==> config.mk <==
export PLATFORM = sky130hd
export DESIGN_NAME = watch_ctl
export DESIGN_NICKNAME = d
export VERILOG_FILES = /design/src/rtl/watch_ctl.sv
export SDC_FILE = /design/constraint.sdc
export NUM_CORES = 1
export LEC_CHECK = 0
export ABC_AREA = 1
export CORE_MARGIN = 8
export CORE_UTILIZATION = 41
export DETAILED_ROUTE_END_ITERATION = 7
export PLACE_DENSITY = 0.78
export SLEW_MARGIN = 30
export SYNTH_ARGS = -nofsm -noshare
export SYNTH_HDL_FRONTEND = slang
export SYNTH_SLANG_ARGS = --single-unit
==> constraint.sdc <==
create_clock -name clk -period 1.4 [get_ports clk]
set_input_delay 0.28 -clock clk [delete_from_list [all_inputs] [get_ports clk]]
set_output_delay 0.28 -clock clk [all_outputs]
set_load 0.03 [all_outputs]
==> src/rtl/watch_ctl.sv <==
module watch_ctl #(
  parameter int NIRQ = 4,
  parameter int LVLW = 2,
  parameter int CNTW = 8
) (
  input  logic                 clk,
  input  logic                 rst_n,
  input  logic                 sys_rst,
  input  logic                 has_por,
  input  logic                 sub_clk_sel,
  input  logic                 wr_en,
  input  logic                 wr_watch,
  input  logic                 wr_pin_float,
  input  logic [NIRQ-1:0]      irq_req,
  input  logic [NIRQ*LVLW-1:0] irq_lvl,
  input  logic [CNTW-1:0]      stab_count,
  output logic                 cpu_clk_en,
  output logic                 per_clk_en,
  output logic                 pin_hold,
  output logic                 pin_float,
  output logic                 pin_float_bit,
  output logic                 watch_bit,
  output logic                 wake_pulse,
  output logic                 stab_wait,
  output logic                 stab_done
);
  localparam logic [LVLW-1:0] LVL_LOWEST = '1;

  typedef enum logic [1:0] {S_RUN, S_WATCH, S_STAB} st_t;

  st_t             st;
  logic [CNTW-1:0] cnt;
  logic            float_q;
  logic [NIRQ-1:0] hi_pri;

  for (genvar i = 0; i < NIRQ; i++) begin : g_pri
    assign hi_pri[i] = irq_req[i] && (irq_lvl[i*LVLW +: LVLW] != LVL_LOWEST);
  end

  wire any_pend = |irq_req;
  wire in_watch = (st == S_WATCH);
  wire irq_wake = in_watch && (|hi_pri) && !sys_rst;
  wire rst_wake = in_watch && sys_rst;
  wire enter    = (st == S_RUN) && wr_en && wr_watch && sub_clk_sel && !any_pend && !sys_rst;

  always_ff @(posedge clk or negedge rst_n) begin
    if (!rst_n) begin
      st      <= S_RUN;
      cnt     <= '0;
      float_q <= 1'b0;
    end else begin
      if (sys_rst)
        float_q <= 1'b0;
      else if (wr_en && st == S_RUN)
        float_q <= wr_pin_float;
      case (st)
        S_RUN:   if (enter) st <= S_WATCH;
        S_WATCH: begin
          if (sys_rst) begin
            if (has_por) begin
              st  <= S_STAB;
              cnt <= stab_count;
            end else begin
              st <= S_RUN;
            end
          end else if (irq_wake) begin
            st <= S_RUN;
          end
        end
        S_STAB: begin
          if (sys_rst)          cnt <= stab_count;
          else if (cnt == '0)   st  <= S_RUN;
          else                  cnt <= cnt - 1'b1;
        end
        default: st <= S_RUN;
      endcase
    end
  end

  assign cpu_clk_en    = (st == S_RUN) || irq_wake || (rst_wake && !has_por);
  assign per_clk_en    = cpu_clk_en;
  assign pin_hold      = in_watch && !float_q;
  assign pin_float     = in_watch && float_q;
  assign pin_float_bit = float_q;
  assign watch_bit     = in_watch;
  assign wake_pulse    = irq_wake;
  assign stab_wait     = (st == S_STAB);
  assign stab_done     = (st == S_STAB) && (cnt == '0) && !sys_rst;

  AST_ENTRY_GATED: assert property (@(posedge clk) disable iff (!rst_n)
    $rose(watch_bit) |-> $past(sub_clk_sel && wr_en && wr_watch)) else $error("entry");
  AST_NO_PEND_ENTRY: assert property (@(posedge clk) disable iff (!rst_n)
    $rose(watch_bit) |-> $past(irq_req == '0)) else $error("pend");
  AST_PIN_EXCL: assert property (@(posedge clk) disable iff (!rst_n)
    !(pin_hold && pin_float)) else $error("pins");
  AST_WAKE_ONE: assert property (@(posedge clk) disable iff (!rst_n)
    wake_pulse |=> !wake_pulse && !watch_bit) else $error("wake");
  AST_STAB_END: assert property (@(posedge clk) disable iff (!rst_n)
    stab_done |=> !stab_wait && cpu_clk_en) else $error("stab");
  AST_STAB_GATED: assert property (@(posedge clk) disable iff (!rst_n)
    stab_wait |-> !cpu_clk_en && !per_clk_en) else $error("stabclk");
endmodule

-- Word-level counts from Yosys, hierarchy flattened
Index checks and enable logic that the tools add are counted.
- flip-flop bits (word level): 11
- bits in latches: 0
- RAM bits: 0
- ROM bits: 0
- input bits: 28
- output and inout bits: 9
- logic and storage cells: 62
- memories: 0
- add/sub/neg operators: 1
- multipliers: 0
- div/mod/pow operators: 0
- magnitude comparators: 0
- equal/unequal tests: 13
- shifts and indexed selects: 0
- multiplexer cells: 14
- bitwise logic cells: 0
- reductions and logical operators: 31
- operator list (kind ; count):
    $mux 8 ; 4
    $logic_and 1x1->1 ; 17
    $ne 2x2->1 const B ; 8
    $pmux 8 s2 ; 1
    $mux 2 ; 6
    $logic_not 8->1 ; 1
    $reduce_and 4->1 ; 2
    $reduce_or 4->1 ; 2
    $sub 8x1->8 const B ; 1
    $pmux 2 s3 ; 1
    $logic_not 1->1 ; 4
    $reduce_bool 2->1 ; 2
    $ne 3x2->1 const B ; 1
    $ne 3x3->1 const B ; 1
    $eq 2x1->1 const B ; 1
    $eq 2x2->1 const B ; 1
    $logic_not 2->1 ; 1
    $logic_or 1x1->1 ; 2
    $mux 1 ; 2
    $ne 2x1->1 const B ; 1

-- Depth between registers and ports, before layout
- depth after elaboration: 8
- mapped depth: 10
- mapped depth without buffers: 9

-- Least setup slack after synthesis
Ideal clock, no wire load.
- path type: register to output
- start point: register st[1]
- end point: output per_clk_en
- data arrival time: 1.708 ns
- data required time: 1.120 ns
- path slack: -0.588 ns
- stages on the path, launching flop included: 5
- buffers on the path: 1
- cells stage by stage: dfrtp_1 > nor2_2 > nand2_1 > o221ai_1 > buf_4
- cells in the longest elaborated chain, start to end: 5
- elaborated cells on any way between the ends: 8
- those cells by class: 1 x eq/ne; 7 x reduce/logical
- RTL lines (what ; line ; source):
    start: declaration ; 31 ; st_t st;
    start signal: assignment ; 48 ; st <= S_RUN;
    start signal: assignment ; 57 ; S_RUN: if (enter) st <= S_WATCH;
    start signal: assignment ; 61 ; st <= S_STAB;
    $eq 2x1->1 * ; 41 ; wire in_watch = (st == S_WATCH);
    named net watch_bit ; 22 ; output logic watch_bit,
    $logic_and 1x1->1 (2 in series) ; 42 ; wire irq_wake = in_watch && (|hi_pri) && !sys_rst;
    $logic_or 1x1->1 ; 80 ; assign cpu_clk_en = (st == S_RUN) || irq_wake || (rst_wake && !has_por);
    $logic_or 1x1->1 * ; 80 ;
    end: declaration ; 18 ; output logic per_clk_en,
The timed path passes the listed nets; every way through them passes the cells marked *.

-- Final worst setup path
- start point: register st[0]
- end point: output per_clk_en
- cells in the longest elaborated chain, start to end: 5
- elaborated cells on any way between the ends: 8
- those cells by class: 1 x eq/ne; 7 x reduce/logical
- RTL lines (what ; line):
    $eq 2x1->1 ; 41
    $logic_and 1x1->1 (2 in series) ; 42
    $logic_or 1x1->1 ; 80
    $logic_or 1x1->1 * ; 80
Mark *: on every way between the ends. The rest lies on a longest branch, timed or not.

==> out/results.tsv <==
metric	value	unit
status	finished, violations left	
violated checks	negative setup slack	
peak supply drop	1363	uV
final hold slack	0.2836	ns
first-pass GRT wire length	5554	microns
Clock Sinks	11	
post-route minimum period	1.711	ns
H-Tree Depth	1	
Core Footprint	1962	sq um
Post-Syn Area	854.6	sq um
layout cells sized above 1	43.19	%
clock latency of the later-clocked register in the worst-skew pair	0.28	ns
Starting Density	43.56	%
Final WS setup	-0.3108	ns
grt total ovfl	0	
Slew Viols, Final	0	
number of global-route vias before repair	1239	
Die H	61.66	microns
Yosys reg bits	11	
vias per cell	5.579	
DR WL/cell	18.14	microns
Worst Tran Pin Value	0.3876	ns
GP Congestion	0.8229	
largest net degree at the start of global routing	12	
crit path cell chain	inv_2 > nor2_4 > inv_2 > nor2_4 > o21ai_4 > o221ai_4 > buf_6	
Num CTS Buffers	3	
required time worst endpoint	1.12	ns
top area cells in the synthesized netlist	dfrtp_1 32%, nand2_1 24%, inv_1 8.8%	
buffers added on ports	36	
IO Pins	37	
max-cap violations	0	
Clock Root Buffer	clkbuf_4	
commonest non-fill, non-tap cell in the layout	nand2_1	
fin crit share	122.2	%
register area share after synthesis	32.21	%
Critical Path Source Type	flop	
crit path max-delay cell type	dfrtp_1	
layout overhead on the synthesized area	100.0	%
Distinct cells, synth	19	
CTS tree	built	
Hold Vio Cnt, Final	0	
Synth top area share	32.21	%
P per Cell Area	1785	nW/um^2
crit-path max cell delay	0.39	ns
Syn Nets	170	
# rows	16	
initial antenna violation count	0	
Setup violations, final	17	
clk_skew	0.007199	ns
critical path class	flop to output port	
Cells after Synth	140	
CP endpoint kind	output port	
Max Freq	584.5	MHz
Slew HR	74.16	%
final antenna-violating net count	0	
reg2reg setup slack	-0.18	ns
crit path max fanout	4	
die area	3801	sq um
RSZ-0062 raised after global routing	true	
GRT Total Usage	20.00	%
via count	1339	
Finished Core Util	87.12	%
Detail Placement HPWL	2203	microns
most frequent cells in the layout	51 x nand2_1, 31 x buf_4, 15 x clkdlybuf4s50_1	
Clk pin slew, worst setup/hold paths	0.08	ns
nets	244	
# diodes	0	
CTS Hold Buffers Added	0	
CP Buf/Inv Count	3	
cell taking the most area after synthesis	dfrtp_1	
residual DRC count	0	
worst min path class	input pin to asynchronous set/reset pin	
initial DRC count	85	
Synth warnings	0	
drt pass-1 iters	4	
CP delay by family, top	flip-flops	
Die X	61.66	microns
syn_area_per_cell	6.104	sq um
DRT Wirelength	4354	microns
Leak Pwr	0.0008618	uW
Arr. time, crit path	1.43	ns
clock tree buffer depth	2	
[routing by layer]
layer | GRT usage [%] | part of all wire (%) | wire (microns) | vias to the layer above
met5 | 0 | 0 | 0 | -
met4 | 10.39 | 7.6 | 331 | 0
met3 | 6.054 | 8.5 | 371 | 44
met2 | 37.37 | 50 | 2181 | 97
li1 | - | - | - | 581
met1 | 19.00 | 34 | 1469 | 617
[state kept, by name, summed over array words and instances (netlist names)]
signal         flops
pin_float_bit      1
st                 2
cnt                8
[power breakdown]
part	leakage, uW	switching, uW	total [uW]	internal [uW]
combinational	0.000712	1260	2230	970
sequential	0.000135	124	582	459
clock	0.0000150	128	239	111
total	0.000862	1510	3050	1540
[worst paths after layout]
path	start	to	cells after the start
hold / removal	rst_n	cnt[0]	2
min in group clk	irq_req[0]	st[0]	4
setup reg to reg	cnt[2]	cnt[3]	9
hold reg to reg	cnt[4]	cnt[4]	2
max in group asynchronous	rst_n	cnt[4]	2
setup / recovery	st[0]	per_clk_en	7
[final cells by class]
cell class | instances | area (sq um)
sequential | 11 | 275.3
timing repair buffer | 72 | 639.4
inverter | 22 | 85.08
multi-input combinational | 104 | 649.4
clock buffer | 4 | 26.28
fill | 113 | 252.7
tap | 27 | 33.78
[logic make-up after synthesis]
| family | after synthesis | share of synthesized area (%) |
|---|---|---|
| AO/OA/AOI/OAI | 11 | 6.881 |
| adder cells (fa/ha/maj) | 2 | 2.928 |
| buffers and inverters | 25 | 12.74 |
| flip-flops | 11 | 32.21 |
| AND/OR/NAND/NOR | 91 | 45.24 |
[synthesized netlist by cell type]
library cell / count
ha_1: 2
inv_1: 20
nor3_1: 1
nand3_1: 13
nor2_1: 11
buf_6: 1
o21ai_0: 5
nor4_1: 1
o21ai_1: 3
or2_1: 1
nand2_2: 2
dfrtp_1: 11
a21oi_1: 2
nand2_1: 55
buf_4: 2
inv_2: 2
or2_2: 2
o221ai_1: 1
nor2_2: 5
[what timing repair did]
item / CTS / global route
endpoints found under the setup margin: 12 / 19
setup buffers: 12 / 7
gates resized for setup: 46 / 24
pin swaps: 21 / 17
[stage by stage]
stage                     instances  cell area, sq um  worst slack [ns]  total power (uW)  TNS (ns)
after global placement          222              1401           -0.2930              2002    -3.277
final                           240              1709           -0.3108              3050    -2.866
after detailed placement        222              1401           -0.3736              2047    -3.581
after global routing            240              1709           -0.3614              3219    -3.752
after CTS                       236              1603           -0.2524              2583    -1.589
after floorplan                 140             892.1           -0.1870              1461   -0.4612
Note: power is estimated with default switching activity, not from simulation.
